--- src/rtl/ddc_id_pkg.sv ---
package ddc_id_pkg;

  typedef enum logic [2:0] {
    ST_IDLE,
    ST_ADDR,
    ST_OFFS,
    ST_DATA,
    ST_ACK
  } ddc_st_e;

  // Identification table content: fixed header, then an arithmetic fill.
  function automatic logic [7:0] tbl_byte(input int unsigned idx);
    int unsigned v;
    if (idx < 8) begin
      tbl_byte = (idx == 0 || idx == 7) ? 8'h00 : 8'hFF;
    end else begin
      v = (idx * 37 + 11) % 256;
      tbl_byte = v[7:0];
    end
  endfunction

endpackage

--- src/rtl/ddc_id_rom.sv ---
module ddc_id_rom #(
  parameter int DEPTH = 128,
  localparam int AW = $clog2(DEPTH)
) (
  input  logic          clk,
  input  logic [AW-1:0] addr,
  output logic [7:0]    q
);
  import ddc_id_pkg::*;

  logic [7:0] mem [DEPTH];

  initial begin
    for (int i = 0; i < DEPTH; i++) mem[i] = tbl_byte(i);
  end

  // Registered read keeps the table block-RAM friendly.
  always_ff @(posedge clk) q <= mem[addr];

endmodule

--- src/rtl/ddc_bus_fsm.sv ---
module ddc_bus_fsm #(
  parameter int DEPTH = 128,
  parameter logic [6:0] DEV_ID7 = 7'h50,
  localparam int AW = $clog2(DEPTH)
) (
  input  logic          clk,
  input  logic          rst,
  input  logic          smp,
  input  logic          scl_i,
  input  logic          sda_i,
  input  logic [7:0]    rom_q,
  output logic [AW-1:0] ptr,
  output logic          scl_q,
  output logic          sda_q
);
  import ddc_id_pkg::*;

  ddc_st_e st, pst, n_st, n_pst;
  logic [2:0] cnt, n_cnt;
  logic [7:0] shreg, n_sh, dev, n_dev, offs, n_off;
  logic [AW-1:0] n_ptr;
  logic n_sda;
  logic rise, chg;

  // History of both wires is the last readback value itself.
  assign rise = scl_i && !scl_q;
  assign chg  = (sda_i != sda_q);

  always_comb begin
    n_st = st; n_pst = pst; n_cnt = cnt; n_sh = shreg;
    n_dev = dev; n_off = offs; n_ptr = ptr; n_sda = sda_i;
    if (chg) begin
      if (scl_i) begin
        if (!sda_i) begin
          n_st = ST_ADDR; n_cnt = '0; n_ptr = '0;
        end else begin
          n_st = ST_IDLE;
        end
      end
    end else if (rise) begin
      unique case (st)
        ST_IDLE: ;
        ST_ADDR, ST_OFFS: begin
          n_sh = {shreg[6:0], sda_q};
          if (cnt == 3'd7) begin
            n_cnt = '0; n_pst = st; n_st = ST_ACK;
            if (st == ST_ADDR) n_dev = n_sh;
            else               n_off = n_sh;
          end else begin
            n_cnt = cnt + 3'd1;
          end
        end
        ST_DATA: begin
          if (dev[0]) n_sda = shreg[3'd7 - cnt];
          if (cnt == 3'd7) begin
            n_cnt = '0; n_pst = ST_DATA; n_st = ST_ACK;
          end else begin
            n_cnt = cnt + 3'd1;
          end
        end
        ST_ACK: begin
          n_cnt = '0;
          n_sh  = '0;
          unique case (pst)
            ST_ADDR: begin
              n_sda = (dev[7:1] == DEV_ID7) ? 1'b0 : 1'b1;
              if (dev[0]) begin
                n_st = ST_DATA; n_sh = rom_q; n_ptr = ptr + 1'b1;
              end else begin
                n_st = ST_OFFS;
              end
            end
            ST_OFFS: begin
              n_st  = ST_DATA;
              n_sda = (offs == 8'h00) ? 1'b0 : 1'b1;
            end
            default: begin
              n_st = ST_DATA;
              if (dev[0]) begin
                if (!sda_i) begin
                  n_sh = rom_q; n_ptr = ptr + 1'b1;
                end
              end else begin
                n_sda = 1'b0;
              end
            end
          endcase
        end
        default: n_st = ST_IDLE;
      endcase
    end
  end

  always_ff @(posedge clk) begin
    if (rst) begin
      st <= ST_IDLE; pst <= ST_IDLE; cnt <= '0; shreg <= '0;
      dev <= '0; offs <= '0; ptr <= '0; scl_q <= 1'b1; sda_q <= 1'b1;
    end else if (smp) begin
      st <= n_st; pst <= n_pst; cnt <= n_cnt; shreg <= n_sh;
      dev <= n_dev; offs <= n_off; ptr <= n_ptr;
      scl_q <= scl_i; sda_q <= n_sda;
    end
  end

  assert_start_addr_R3: assert property (@(posedge clk) disable iff (rst)
    (smp && chg && scl_i && !sda_i) |=> (st == ST_ADDR && cnt == 3'd0 && ptr == '0));

  assert_stop_idle_R3: assert property (@(posedge clk) disable iff (rst)
    (smp && chg && scl_i && sda_i) |=> (st == ST_IDLE));

  assert_no_shift_on_change_R3: assert property (@(posedge clk) disable iff (rst)
    (smp && chg) |=> $stable(shreg));

  assert_host_passthru_R2: assert property (@(posedge clk) disable iff (rst)
    (smp && (chg || !rise || st == ST_IDLE)) |=> (sda_q == $past(sda_i)));

  assert_addr_answer_R4: assert property (@(posedge clk) disable iff (rst)
    (smp && rise && !chg && st == ST_ACK && pst == ST_ADDR)
      |=> (sda_q == ($past(dev[7:1]) != DEV_ID7)));

  assert_ptr_step_R7: assert property (@(posedge clk) disable iff (rst)
    !$stable(ptr) |-> (ptr == '0 || ptr == AW'($past(ptr) + 1'b1)));

endmodule

--- src/rtl/ddc_id_target.sv ---
module ddc_id_target #(
  parameter int TBL_DEPTH = 128,
  parameter logic [6:0] DEV_ID7 = 7'h50,
  parameter int RB_W = 16,
  parameter int SCL_POS = 12,
  parameter int SDA_POS = 13,
  localparam int AW = $clog2(TBL_DEPTH)
) (
  input  logic            clk,
  input  logic            rst,
  input  logic            smp_valid,
  input  logic            scl_oe,
  input  logic            scl_o,
  input  logic            sda_oe,
  input  logic            sda_o,
  output logic [RB_W-1:0] readback
);

  logic scl_r, sda_r, scl_q, sda_q;
  logic [AW-1:0] ptr;
  logic [7:0] rom_q;

  // Undriven wires are pulled up.
  assign scl_r = scl_oe ? scl_o : 1'b1;
  assign sda_r = sda_oe ? sda_o : 1'b1;

  ddc_id_rom #(.DEPTH(TBL_DEPTH)) u_rom (
    .clk  (clk),
    .addr (ptr),
    .q    (rom_q)
  );

  ddc_bus_fsm #(.DEPTH(TBL_DEPTH), .DEV_ID7(DEV_ID7)) u_fsm (
    .clk   (clk),
    .rst   (rst),
    .smp   (smp_valid),
    .scl_i (scl_r),
    .sda_i (sda_r),
    .rom_q (rom_q),
    .ptr   (ptr),
    .scl_q (scl_q),
    .sda_q (sda_q)
  );

  always_comb begin
    readback = '0;
    readback[SCL_POS] = scl_q;
    readback[SDA_POS] = sda_q;
  end

  assert_rb_idle_bits_R1: assert property (@(posedge clk)
    $past(rst) |-> (readback == RB_W'(1 << SCL_POS | 1 << SDA_POS)));

endmodule

--- config.mk ---
export PLATFORM = sky130hd
export DESIGN_NAME = ddc_id_target
export DESIGN_NICKNAME = d
export VERILOG_FILES = /design/src/rtl/ddc_id_pkg.sv /design/src/rtl/ddc_id_rom.sv /design/src/rtl/ddc_bus_fsm.sv /design/src/rtl/ddc_id_target.sv
export SDC_FILE = /design/constraint.sdc
export NUM_CORES = 1
export LEC_CHECK = 0
export BUFFER_PORTS_ARGS = -buffer_cell sky130_fd_sc_hd__buf_2
export CAP_MARGIN = 20
export CORE_AREA = 2 2 81 83
export CTS_CLUSTER_SIZE = 14
export DETAILED_ROUTE_END_ITERATION = 16
export DIE_AREA = 0 0 83 85
export PLACE_DENSITY = 0.75
export SETUP_SLACK_MARGIN = 0.2
export SLEW_MARGIN = 20
export SYNTH_ARGS = -nofsm -noshare
export SYNTH_HDL_FRONTEND = slang
export SYNTH_SLANG_ARGS = --single-unit
--- constraint.sdc ---
create_clock -name clk -period 2.41 [get_ports clk]
set_input_delay 0 -clock clk [delete_from_list [all_inputs] [get_ports clk]]
set_output_delay 0 -clock clk [all_outputs]
set_load 0.01 [all_outputs]
==> results of run 1 <==
-- state kept, by name, indices dropped and copies added (netlist names) --
register / cells
u_fsm.sda_q: 1
u_fsm.shreg: 8
u_rom.q: 8
u_fsm.dev: 8
u_fsm.ptr: 7
u_fsm.cnt: 3
u_fsm.pst: 3
u_fsm.scl_q: 1
u_fsm.offs: 8
u_fsm.st: 3
-- cell usage in the layout, fill, tap and decap left out, types with 9 or more instances in the layout --
master    synthesis  layout
conb_1            1      14
nand3_1           9       9
inv_1            16      16
o21ai_0          19      19
a21oi_1          26      26
nor2_1           47      47
buf_4            19      21
dfxtp_1          50      49
a211oi_1         11      11
mux2i_1          31      31
nand2_1          25      25
ha_1             12      11
-- cell families (layout without fill, tap and decap cells) --
logic type                 after synthesis  count (layout)  share of synthesized area [%]
other                                    1              14                         0.1128
buffers and inverters                   61              53                          9.785
DFF                                     50              50                          30.11
muxes                                   36              36                          11.70
and+or+nand+nor                        132             132                          21.45
AOI/OAI and AO/OA                      102             102                          20.74
adders and majority gates               12              12                          4.516
xor gates and xnor gates                 6               6                          1.581
-- critical path, delay by kind of cell, from the launching register on --
| family | cells | cell delay [ns] |
|---|---|---|
| AND/OR/NAND/NOR | 2 | 0.53 |
| flip-flops | 1 | 0.41 |
| buffers and inverters | 1 | 0.24 |
| multiplexers | 1 | 0.32 |
| AO/OA/AOI/OAI | 2 | 0.51 |
-- final timing paths --
kind | from | endpoint | slack, ns | cells after the start
max | u_fsm.pst[1] | u_fsm.ptr[1] | 0.33 | 6
min | smp_valid | u_fsm.scl_q | 0.008 | 3
min reg2reg | u_fsm.offs[3] | u_fsm.offs[3] | 0.50 | 2
max reg2reg | u_fsm.pst[1] | u_fsm.ptr[1] | 0.33 | 6
-- metrics by stage --
step,area (um2),utilization (%),instances
3_3_place_gp,3382,54.51,471
4_1_cts,3476,56.02,479
3_5_place_dp,3382,54.51,471
6_report,3512,56.60,482
2_1_floorplan,3378,-,413
5_1_grt,3512,56.60,482
-- area by class of cell --
type	instances	area share [%]
Multi-Input combinational cell	302	58.71
Sequential cell	50	28.54
Timing Repair Buffer	29	5.629
Tap cell	77	2.743
Clock buffer	5	1.959
Inverter	16	1.710
Clock inverter	3	0.7125
-- power by group --
group / internal, mW / switching, mW
sequential: 0.835 / 0.00551
clock: 0.210 / 0.296
combinational: 0.0462 / 0.0769
-- metal layers --
metal | vias to the layer above | share of wire (%)
met1 | 1335 | 46
met4 | 0 | 1.9
met5 | - | 0
met3 | 13 | 4.1
met2 | 53 | 48
li1 | 1424 | -
-- timing repair --
item                                   CTS  global route
gates resized for setup                  0             3
setup buffers                            0             3
setup endpoints to repair                0             7
endpoints found under the hold margin    0             0
==> results.yml, run 1 <==
run_status:
  status: "complete, no violations"
detailed_routing:
  vias: 2825
  wl_per_cell_um: 15.82
  drtIter0Drc: 146
  routed_wl_um: 7626
  dr.pass1.iters: 5
  antenna_left: 0
  via_per_inst: 5.861
  drc: 0
sta:
  max_slew_margin_pct: 53.33
  skew_ns: 0.006921
  period_minus_slack_ns: 2.081
  tns_ns: 0
  hold_violations: 0
  fin_crit_sh_pct: 86.36
  timing.hold.ws_ns: 0.008354
  fmax_mhz: 480.5
  setup_violations: 0
  worst_slew_pin_slew_ns: 0.7000
  worst_slack_ns: 0.3287
  rsz0062_at_grt: "false"
  slew_viol_final: 0
die:
  die_w_um: 83
  io_pins: 23
  initial_core_util_pct: 53.58
  die-area_um2: 7055
  rows: 29
  die_height_um: 85
  core_area_um2: 6205
global_routing:
  grt_overflow: 0
  antenna_found_initial: 0
  grt_usage_pct: 21.55
  use_met1_pct: 29.47
  busiest_layer: "met2"
  grt_pass1_wl_um: 12440
  grt_max_degree: 40
  grt_pass1_vias: 2527
  grt.met2_usage_pct: 34.75
  grtUsageMet3_pct: 3.988
power_and_ir_drop:
  powerDensity_nw_per_um2: 418.6
  fin_total_pwr_mw: 1.470
  ir_worst_vdd_mv: 0.3096
  leakagePower_nw: 1.229
min_path:
  hold_class: "primary input to flip-flop"
synthesis:
  yosysWarningCount: 0
  synth_area_leader_cell: "dfxtp_1"
  syn_inst: 400
  synth_top_area_share_pct: 30.11
  ys_seq_elements: 50
  synth_ff_type: "dfxtp_1"
  synth_area_leaders: "dfxtp_1, mux2i_1, nor2_1"
  synth.most_common_cell: "dfxtp_1"
  synthesis.area_um2: 3324
  ys_types: 63
  synthArstFlopShare_pct: 0
  synth_edf_count: 0
  synth_area_per_cell_um2: 8.311
  netlist_top_cells_count: "dfxtp_1, nor2_1, mux2i_1"
  ys_seq_area_share_pct: 30.11
clock_tree:
  cts_sinks: 50
  cts-root-buf: "clkbuf_8"
  clkTransAtPathRegs_ns: 0.09
  clock_latency_ns: 0.31
  cts_tree: "yes"
  numCtsBuffers: 5
  cts_buffer_depth: 2
  h-tree-depth: 2
  ctsHoldBuffers: 0
setup_path:
  worst_setup_path_start_kind: "flip-flop"
  arrival_ns: 2.33
  setup.worst_path.class: "flip-flop to flip-flop"
  path_cells: "nor3b_1 > o21ai_0 > o211ai_1 > buf_4 > mux2_2 > nor2_1"
  cp.required_ns: 2.66
  worst-path-max-fanout: 8
  critPathCaptureType: "flip-flop"
  critPathSlowestCell: "nor3b_1"
  critPathMaxStageDelay_ns: 0.46
place:
  place.gp.congestion: 0.8856
  port_buffers: 8
  post-dp-hpwl_um: 5289
  pre_cts_ws_ns: 0.1800
layout:
  num_antenna_cells: 0
  fillCellCount: 553
  area_delta_synth_final_pct: 5.646
  multi_input_area_um2: 2062
  seqCellArea_um2: 1002
  drive_above_1_share_pct: 13.58
  layout.nets: 423
run:
  cap_viol_max_count: 0
No activity file was read; power rests on OpenSTA's default activity.
==> inputs of run 2 (changes only) <==
Settings changed: CORE_AREA 2 2 81 83 to 2 2 104 66, DIE_AREA 0 0 83 85 to 0 0 106 68.
==> run 2 against run 1 <==
  * Clock power rose by 19%
  * Global-route usage rose by 1.4 points
  * Die area rose by 2.2%
  * Critical path type unchanged
  * Largest power group unchanged
  * Highest routed layer unchanged
==> results.yml, run 2 (synthesis results as in run 1) <==
global_routing:
  grt_max_degree: 40
  grt_pass1_wl_um: 12990
  grt_overflow: 0
  grt_pass1_vias: 2595
  grt_usage_pct: 22.97
  antenna_found_initial: 0
sta:
  max_slew_margin_pct: 53.07
  fmax_mhz: 483.3
  worst_slack_ns: 0.3411
  worst_slew_pin_slew_ns: 0.7039
  skew_ns: 0.004316
  period_minus_slack_ns: 2.069
  slew_viol_final: 0
  hold_violations: 0
  timing.hold.ws_ns: 0.02800
  tns_ns: 0
  setup_violations: 0
  fin_crit_sh_pct: 85.85
  rsz0062_at_grt: "false"
layout:
  seqCellArea_um2: 1001
  fillCellCount: 580
  multi_input_area_um2: 2057
  drive_above_1_share_pct: 13.15
  area_delta_synth_final_pct: 5.984
  layout.nets: 421
  final_common_cell: "dfxtp_1"
  num_antenna_cells: 0
  fin_util_pct: 55.40
  final_cell_mix: "dfxtp_1, nor2_1, mux2i_1"
place:
  port_buffers: 8
  post-dp-hpwl_um: 5874
  pre_cts_ws_ns: 0.2353
  place.gp.congestion: 0.9570
run_status:
  status: "complete, no violations"
setup_path:
  critPathCaptureType: "flip-flop"
  worst-path-max-fanout: 2
  crit_end: "u_fsm.sda_q"
  arrival_ns: 2.26
  r2r_setup_slack_ns: 0.34
  reg2reg_depth: 5
  worst_setup_path_start_kind: "flip-flop"
  worst_r2r_endpoint: "u_fsm.sda_q"
  startpoint: "u_fsm.dev[5]"
  cp.required_ns: 2.60
  r2r-start: "u_fsm.dev[5]"
  setup.worst_path.class: "flip-flop to flip-flop"
die:
  rows: 23
  core_area_um2: 6360
  die_height_um: 68
  die_w_um: 106
  io_pins: 23
  initial_core_util_pct: 52.27
  die-area_um2: 7208
clock_tree:
  ctsHoldBuffers: 0
  cts_tree: "yes"
  numCtsBuffers: 5
  h-tree-depth: 2
  clock_latency_ns: 0.31
  cts_sinks: 50
  postCtsSetupBuffers: 0
  clkTransAtPathRegs_ns: 0.09
  cts_buffer_depth: 2
  cts-resized-gates: 0
  cts-root-buf: "clkbuf_8"
min_path:
  worstHoldStart: "smp_valid"
  hold_class: "primary input to flip-flop"
detailed_routing:
  drtIter0Drc: 247
  drc: 0
  vias: 2961
  via_per_inst: 6.043
  routed_wl_um: 8089
  antenna_left: 0
  dr.pass1.iters: 5
  wl_per_cell_um: 16.51
run:
  cap_viol_max_count: 0
power_and_ir_drop:
  fin_total_pwr_mw: 1.564
  leakagePower_nw: 1.227
  powerDensity_nw_per_um2: 443.8
  ir_worst_vdd_mv: 0.2122
-- run 2: cell count changes in the layout (fill, tap and decap cells not counted), sizes merged --
| cell | before | now |
|---|---|---|
| clkinv | 1 | 0 |
| inv | 17 | 16 |
| buf | 29 | 27 |
| clkinvlp | 1 | 2 |
| bufinv | 0 | 1 |
-- run 2: worst min path at each step --
stage	end	slack, ns	cells past startpoint
global route	u_fsm.scl_q	0.06	4
global placement	u_fsm.scl_q	0.35	4
floorplan	u_fsm.sda_q	0.11	1
finish	u_fsm.scl_q	0.03	3
CTS	u_fsm.scl_q	0.03	3
detailed placement	u_fsm.scl_q	0.34	3
-- run 2: worst max-delay path, stage by stage (launching register included) --
cell	delay (ns)
dfxtp_1	0.34
nor4bb_1	0.54
nand3_1	0.14
o41ai_1	0.38
nor4_1	0.08
or4_1	0.48
-- run 2: cell type report --
cell class,count,area share (%)
Clock buffer,5,1.953
Clock inverter,3,1.278
Inverter,16,1.705
Multi-Input combinational cell,302,58.38
Sequential cell,50,28.41
Tap cell,87,3.089
Timing Repair Buffer,27,5.185
-- run 2: layer usage --
| metal | vias to the layer above | global-route usage, % | wire length, um |
|---|---|---|---|
| li1 | 1413 | - | - |
| met1 | 1392 | 34.14 | 3868 |
| met2 | 146 | 30.97 | 3240 |
| met3 | 10 | 8.286 | 912 |
| met4 | 0 | 5.428 | 68 |
| met5 | - | 0 | 0 |
-- run 2: power by group --
| group | internal [mW] | switching, mW |
|---|---|---|
| registers | 0.835 | 0.00628 |
| logic | 0.0429 | 0.0775 |
| clock network | 0.309 | 0.293 |
-- run 2: through the flow --
stage,area [um2],cells
CTS,3516,490
floorplan,3378,413
detailed placement,3402,482
finish,3523,490
global placement,3402,482
global route,3523,490
